File: src/rtl/pulse_width_rx.sv
module pulse_width_rx #(
  parameter int CNT_W   = 16,
  parameter int TIMEOUT = 50000
) (
  input  logic       clk,
  input  logic       rst,
  input  logic       line_in,
  output logic [7:0] rx_byte,
  output logic       rx_valid,
  output logic       rx_err
);
  localparam int WW = $clog2(TIMEOUT + 1);

  typedef enum logic [1:0] {IDLE, START_LO, BIT_HI, BIT_LO} st_t;
  st_t st;

  logic [1:0]       sync;
  logic             prev;
  logic [CNT_W-1:0] lo_cnt, thr;
  logic [WW-1:0]    wait_cnt;
  logic [6:0]       shreg;
  logic [2:0]       nbits;

  wire fall   = prev & ~sync[1];
  wire rise   = ~prev & sync[1];
  wire in_lo  = (st == START_LO) || (st == BIT_LO);
  wire event_ = in_lo ? rise : fall;
  wire bit_v  = lo_cnt > thr;
  wire [CNT_W-1:0] lo_inc = (&lo_cnt) ? lo_cnt : lo_cnt + 1'b1;

  always_ff @(posedge clk) begin
    if (rst) begin
      sync     <= 2'b11;
      prev     <= 1'b1;
      st       <= IDLE;
      lo_cnt   <= '0;
      thr      <= '0;
      wait_cnt <= '0;
      shreg    <= '0;
      nbits    <= '0;
      rx_byte  <= '0;
      rx_valid <= 1'b0;
      rx_err   <= 1'b0;
    end else begin
      sync     <= {sync[0], line_in};
      prev     <= sync[1];
      rx_valid <= 1'b0;
      rx_err   <= 1'b0;
      if (st != IDLE && !event_) begin
        if (in_lo) lo_cnt <= lo_inc;
        if (wait_cnt == WW'(TIMEOUT - 1)) begin
          rx_err   <= 1'b1;
          st       <= IDLE;
          shreg    <= '0;
          nbits    <= '0;
          wait_cnt <= '0;
        end else begin
          wait_cnt <= wait_cnt + 1'b1;
        end
      end else if (event_) begin
        wait_cnt <= '0;
        case (st)
          IDLE: begin
            lo_cnt <= '0;
            st     <= START_LO;
          end
          START_LO: begin
            thr <= lo_cnt;
            st  <= BIT_HI;
          end
          BIT_HI: begin
            lo_cnt <= '0;
            st     <= BIT_LO;
          end
          BIT_LO: begin
            shreg <= {shreg[5:0], bit_v};
            nbits <= nbits + 1'b1;
            if (nbits == 3'd7) begin
              rx_byte  <= {shreg, bit_v};
              rx_valid <= 1'b1;
              st       <= IDLE;
            end else begin
              st <= BIT_HI;
            end
          end
          default: st <= IDLE;
        endcase
      end
    end
  end

  AST_VALID_ONE_CYCLE: assert property (@(posedge clk) disable iff (rst)
    rx_valid |=> !rx_valid);
  AST_VALID_ERR_EXCL: assert property (@(posedge clk) disable iff (rst)
    !(rx_valid && rx_err));
  AST_ERR_TO_IDLE: assert property (@(posedge clk) disable iff (rst)
    rx_err |-> (st == IDLE) && (nbits == 3'd0));
  AST_IDLE_HOLD: assert property (@(posedge clk) disable iff (rst)
    (st == IDLE) && !fall |=> (st == IDLE));
  AST_THR_FROM_START: assert property (@(posedge clk) disable iff (rst)
    !$stable(thr) |-> $past(st) == START_LO);
  AST_CNT_SATURATE: assert property (@(posedge clk) disable iff (rst)
    in_lo && (&lo_cnt) && !rise && !rx_err |=> (&lo_cnt));
  AST_VALID_FROM_DATA: assert property (@(posedge clk) disable iff (rst)
    rx_valid |-> $past(st) == BIT_LO);
endmodule

File: config.mk
export PLATFORM = sky130hd
export DESIGN_NAME = pulse_width_rx
export DESIGN_NICKNAME = d
export VERILOG_FILES = /design/src/rtl/pulse_width_rx.sv
export SDC_FILE = /design/constraint.sdc
export NUM_CORES = 1
export LEC_CHECK = 0
export CORE_UTILIZATION = 62
export DETAILED_ROUTE_END_ITERATION = 16
export DONT_BUFFER_PORTS = 1
export GPL_ROUTABILITY_DRIVEN = 0
export PLACE_DENSITY = 0.83
export SKIP_LAST_GASP = 1
export SLEW_MARGIN = 20
export SYNTH_ARGS = -nofsm -noshare
export SYNTH_HDL_FRONTEND = slang
export SYNTH_SLANG_ARGS = --single-unit
File: constraint.sdc
create_clock -name clk -period 2.43 [get_ports clk]
set_clock_uncertainty 0.05 [all_clocks]
set_input_delay 0.486 -clock clk [delete_from_list [all_inputs] [get_ports clk]]
set_output_delay 0.486 -clock clk [all_outputs]
set_load 0.005 [all_outputs]
==> results.json <==
{
  "maxSlewHeadroom_pct": 59.1,
  "initial_core_util_pct": 65.5,
  "period_needed_ns": 2.04,
  "port_buffers": 0,
  "grt_overflow": 0,
  "reg2reg_to": "shreg[1]",
  "cp.arrival_ns": 2.28,
  "yosys_warnings": 0,
  "p_leak_nw": 1.29,
  "startpoint": "sync[1]",
  "clk_latency_ns": 0.36,
  "hold_class": "input pin to flop",
  "grt_start_max_net_pins": 62,
  "cpMaxStageDelayCell": "dfxtp_1",
  "synthesis.nets": 466,
  "tritoncts": "done",
  "synthCells": 443,
  "dp_hpwl_um": 4970,
  "postCtsResizedCells": 0,
  "critical_path.max_fanout": 12,
  "ys_ff_latch": 73,
  "clock_path_buffers": 2,
  "worstPathCellList": "or2b_2 > a2bb2oi_4 > nand2b_1 > nand3_1 > a21oi_1",
  "use_met1_pct": 33.2,
  "tightest_slew_ns": 0.609,
  "slew_violations": 0,
  "first_iter_violations": 164,
  "worst_hold_path.num_cells": 1,
  "first_pass_iters": 4,
  "status": "finished, final reports clean",
  "syn_avg_cell_area_um2": 8.34,
  "maxCapViolations": 0,
  "fmax_ghz": 0.490,
  "period_share_pct": 84.0,
  "yosys.area.top_type": "dfxtp_1",
  "yosysUniqueCellTypes": 57,
  "cpPeakStageDelay_ns": 0.43,
  "path_class": "flop to flop",
  "grt_util_met2_pct": 41.6,
  "crit_path_end_kind": "flop",
  "grt_pass1_wl_um": 12700,
  "routed_wl_um": 7450,
  "hold_viol": 0,
  "clock_sinks": 73,
  "viasPerCell": 6.04,
  "cp.required_ns": 2.67,
  "vias": 3073,
  "setup_viol": 0,
  "p_total_mw": 2.22,
  "startpoint_type": "flop",
  "rrSetupSlack_ns": 0.39,
  "antenna_found_initial": 0,
  "crit_end": "shreg[1]",
  "met3_usage_pct": 4.37,
  "drive_gt1_share_pct": 9.84,
  "nets": 455,
  "area_growth_pct": 4.77,
  "root_buffer": "clkbuf_8",
  "peakVddDrop_v": 0.000486,
  "n_antenna_cell": 0,
  "path_clk_slew_ns": 0.09,
  "holdBufCountCts": 0,
  "h-tree-depth": 3,
  "antenna_left": 0,
  "synthArstFlopShare_pct": 0,
  "io_pins": 13,
  "ff2ff_path_depth": 5,
  "numCtsBuffers": 9,
  "synth-seq-area-share_pct": 39.5,
  "drc": 0,
  "synth_top_area_share_pct": 39.5,
  "synth.cell_area_mm2": 0.00370,
  "grt_util_all_layers_pct": 25.8,
  "die_h_um": 79.2,
  "gr-max-usage-layer": "met2",
  "ys.flop_type": "dfxtp_1",
  "rows": 27,
  "yosys-top-cells-area": "dfxtp_1, nand2_1, a21oi_1, ha_1, nand3_1",
  "coreArea_mm2": 0.00564,
  "cts_setup_buffers": 0,
  "tns_ns": 0,
  "r2r-start": "sync[1]",
  "avgRoutedWirePerCell_um": 14.6,
  "cellPowerDensity_mw_per_mm2": 573,
  "die_x_um": 79.2,
  "first_global_vias": 2755,
  "synth_edf_count": 0,
  "rsz0062_at_grt": "false",
  "setup_slack_ns": 0.388,
  "pre_cts_ws_ns": 0.457,
  "dieArea_mm2": 0.00627
}
[cells in the final DEF (no fill, tap or decap), types with 2 or more instances in the layout]
cell / instances
or2_2: 4
clkinv_4: 2
a21oi_1: 54
nor4_1: 4
buf_4: 3
xnor2_1: 11
and2_1: 3
nand2b_1: 5
o21ai_1: 2
clkbuf_8: 9
and3_1: 6
a41oi_1: 2
and4bb_1: 2
dfxtp_1: 73
ha_1: 20
nand3b_1: 5
nand2_1: 77
or3_1: 2
a31o_2: 2
inv_1: 20
o21ai_0: 8
nor2_1: 30
nor3_1: 6
a311oi_1: 10
a31oi_1: 3
and4_1: 2
nand4_1: 7
a211oi_1: 6
a2111oi_2: 3
inv_6: 2
nand3_1: 26
[registers in the layout, indices dropped and copies added (netlist names)]
| signal | flops |
|---|---|
| prev | 1 |
| lo_cnt | 16 |
| rx_valid | 1 |
| nbits | 3 |
| st | 2 |
| thr | 16 |
| wait_cnt | 16 |
| shreg | 7 |
| sync | 2 |
| rx_byte | 8 |
| rx_err | 1 |
[logic make-up after synthesis]
kind of cell | after synthesis | share of synthesized area (%)
buf+inv | 45 | 5.75
fa+ha+maj | 20 | 6.77
simple gates | 193 | 27.0
mux | 1 | 0.271
flops | 73 | 39.5
compound gates | 100 | 18.1
xor+xnor | 11 | 2.61
[metrics by stage]
| stage | cell area [um2] | instances | utilization (%) | hold WS [ns] |
|---|---|---|---|---|
| after floorplan | 3700 | 443 | - | 0.339 |
| after global placement | 3670 | 493 | 65.1 | 0.342 |
| after detailed placement | 3670 | 493 | 65.1 | 0.365 |
| after CTS | 3870 | 509 | 68.6 | 0.124 |
| after global routing | 3870 | 509 | 68.6 | 0.122 |
| final | 3870 | 509 | 68.6 | 0.144 |
[cells in the mapped netlist (2+ instances only)]
cell type and number:
nand2_1 77, dfxtp_1 73, a21oi_1 54, nor2_1 30
nand3_1 26, ha_1 20, inv_1 20, clkbuf_1 12
xnor2_1 11, a311oi_1 10, o21ai_0 8, nand4_1 7
a211oi_1 6, and3_1 6, nor3_1 6, buf_2 5
nand2b_1 5, nand3b_1 5, buf_4 4, nor4_1 4
or2_2 4, a2111oi_2 3, a31oi_1 3, and2_1 3
buf_6 3, a31o_2 2, a41oi_1 2, and4_1 2
and4bb_1 2, o21ai_1 2, or3_1 2
[layout make-up]
| class | count | area [um2] |
|---|---|---|
| Fill cell | 451 | 1770 |
| Inverter | 20 | 75.1 |
| Tap cell | 72 | 90.1 |
| Multi-Input combinational cell | 325 | 2020 |
| Sequential cell | 73 | 1460 |
| Timing Repair Buffer | 3 | 22.5 |
| Clock inverter | 7 | 77.6 |
| Clock buffer | 9 | 124 |
[routing by layer]
| metal | vias up | wire length [um] | share of wire, % |
|---|---|---|---|
| li1 | 1544 | - | - |
| met1 | 1451 | 3440 | 46 |
| met2 | 66 | 3590 | 48 |
| met3 | 12 | 278 | 3.7 |
| met4 | 0 | 140 | 1.9 |
| met5 | - | 0 | 0 |
[worst min path at each step]
| stage | from | end | slack, ns |
|---|---|---|---|
| 6_report | rst | rx_err | 0.14 |
| 5_1_grt | rst | shreg[4] | 0.12 |
| 3_5_place_dp | sync[0] | sync[1] | 0.37 |
| 3_3_place_gp | sync[0] | sync[1] | 0.34 |
| 4_1_cts | rst | shreg[4] | 0.12 |
| 2_1_floorplan | sync[0] | sync[1] | 0.34 |
[power breakdown]
| part | switching, mW | leakage [nW] | internal, mW |
|---|---|---|---|
| Combinational | 0.0291 | 0.604 | 0.0159 |
| Clock | 0.490 | 0.100 | 0.483 |
| Sequential | 0.00428 | 0.588 | 1.20 |
[worst max-delay path, delay by kind of cell, from the launching register on]
family | cells | cell delay [ns]
AO/OA/AOI/OAI | 2 | 0.58
flip-flops | 1 | 0.43
AND/OR/NAND/NOR | 3 | 0.92
No activity file was read; power rests on OpenSTA's default activity.
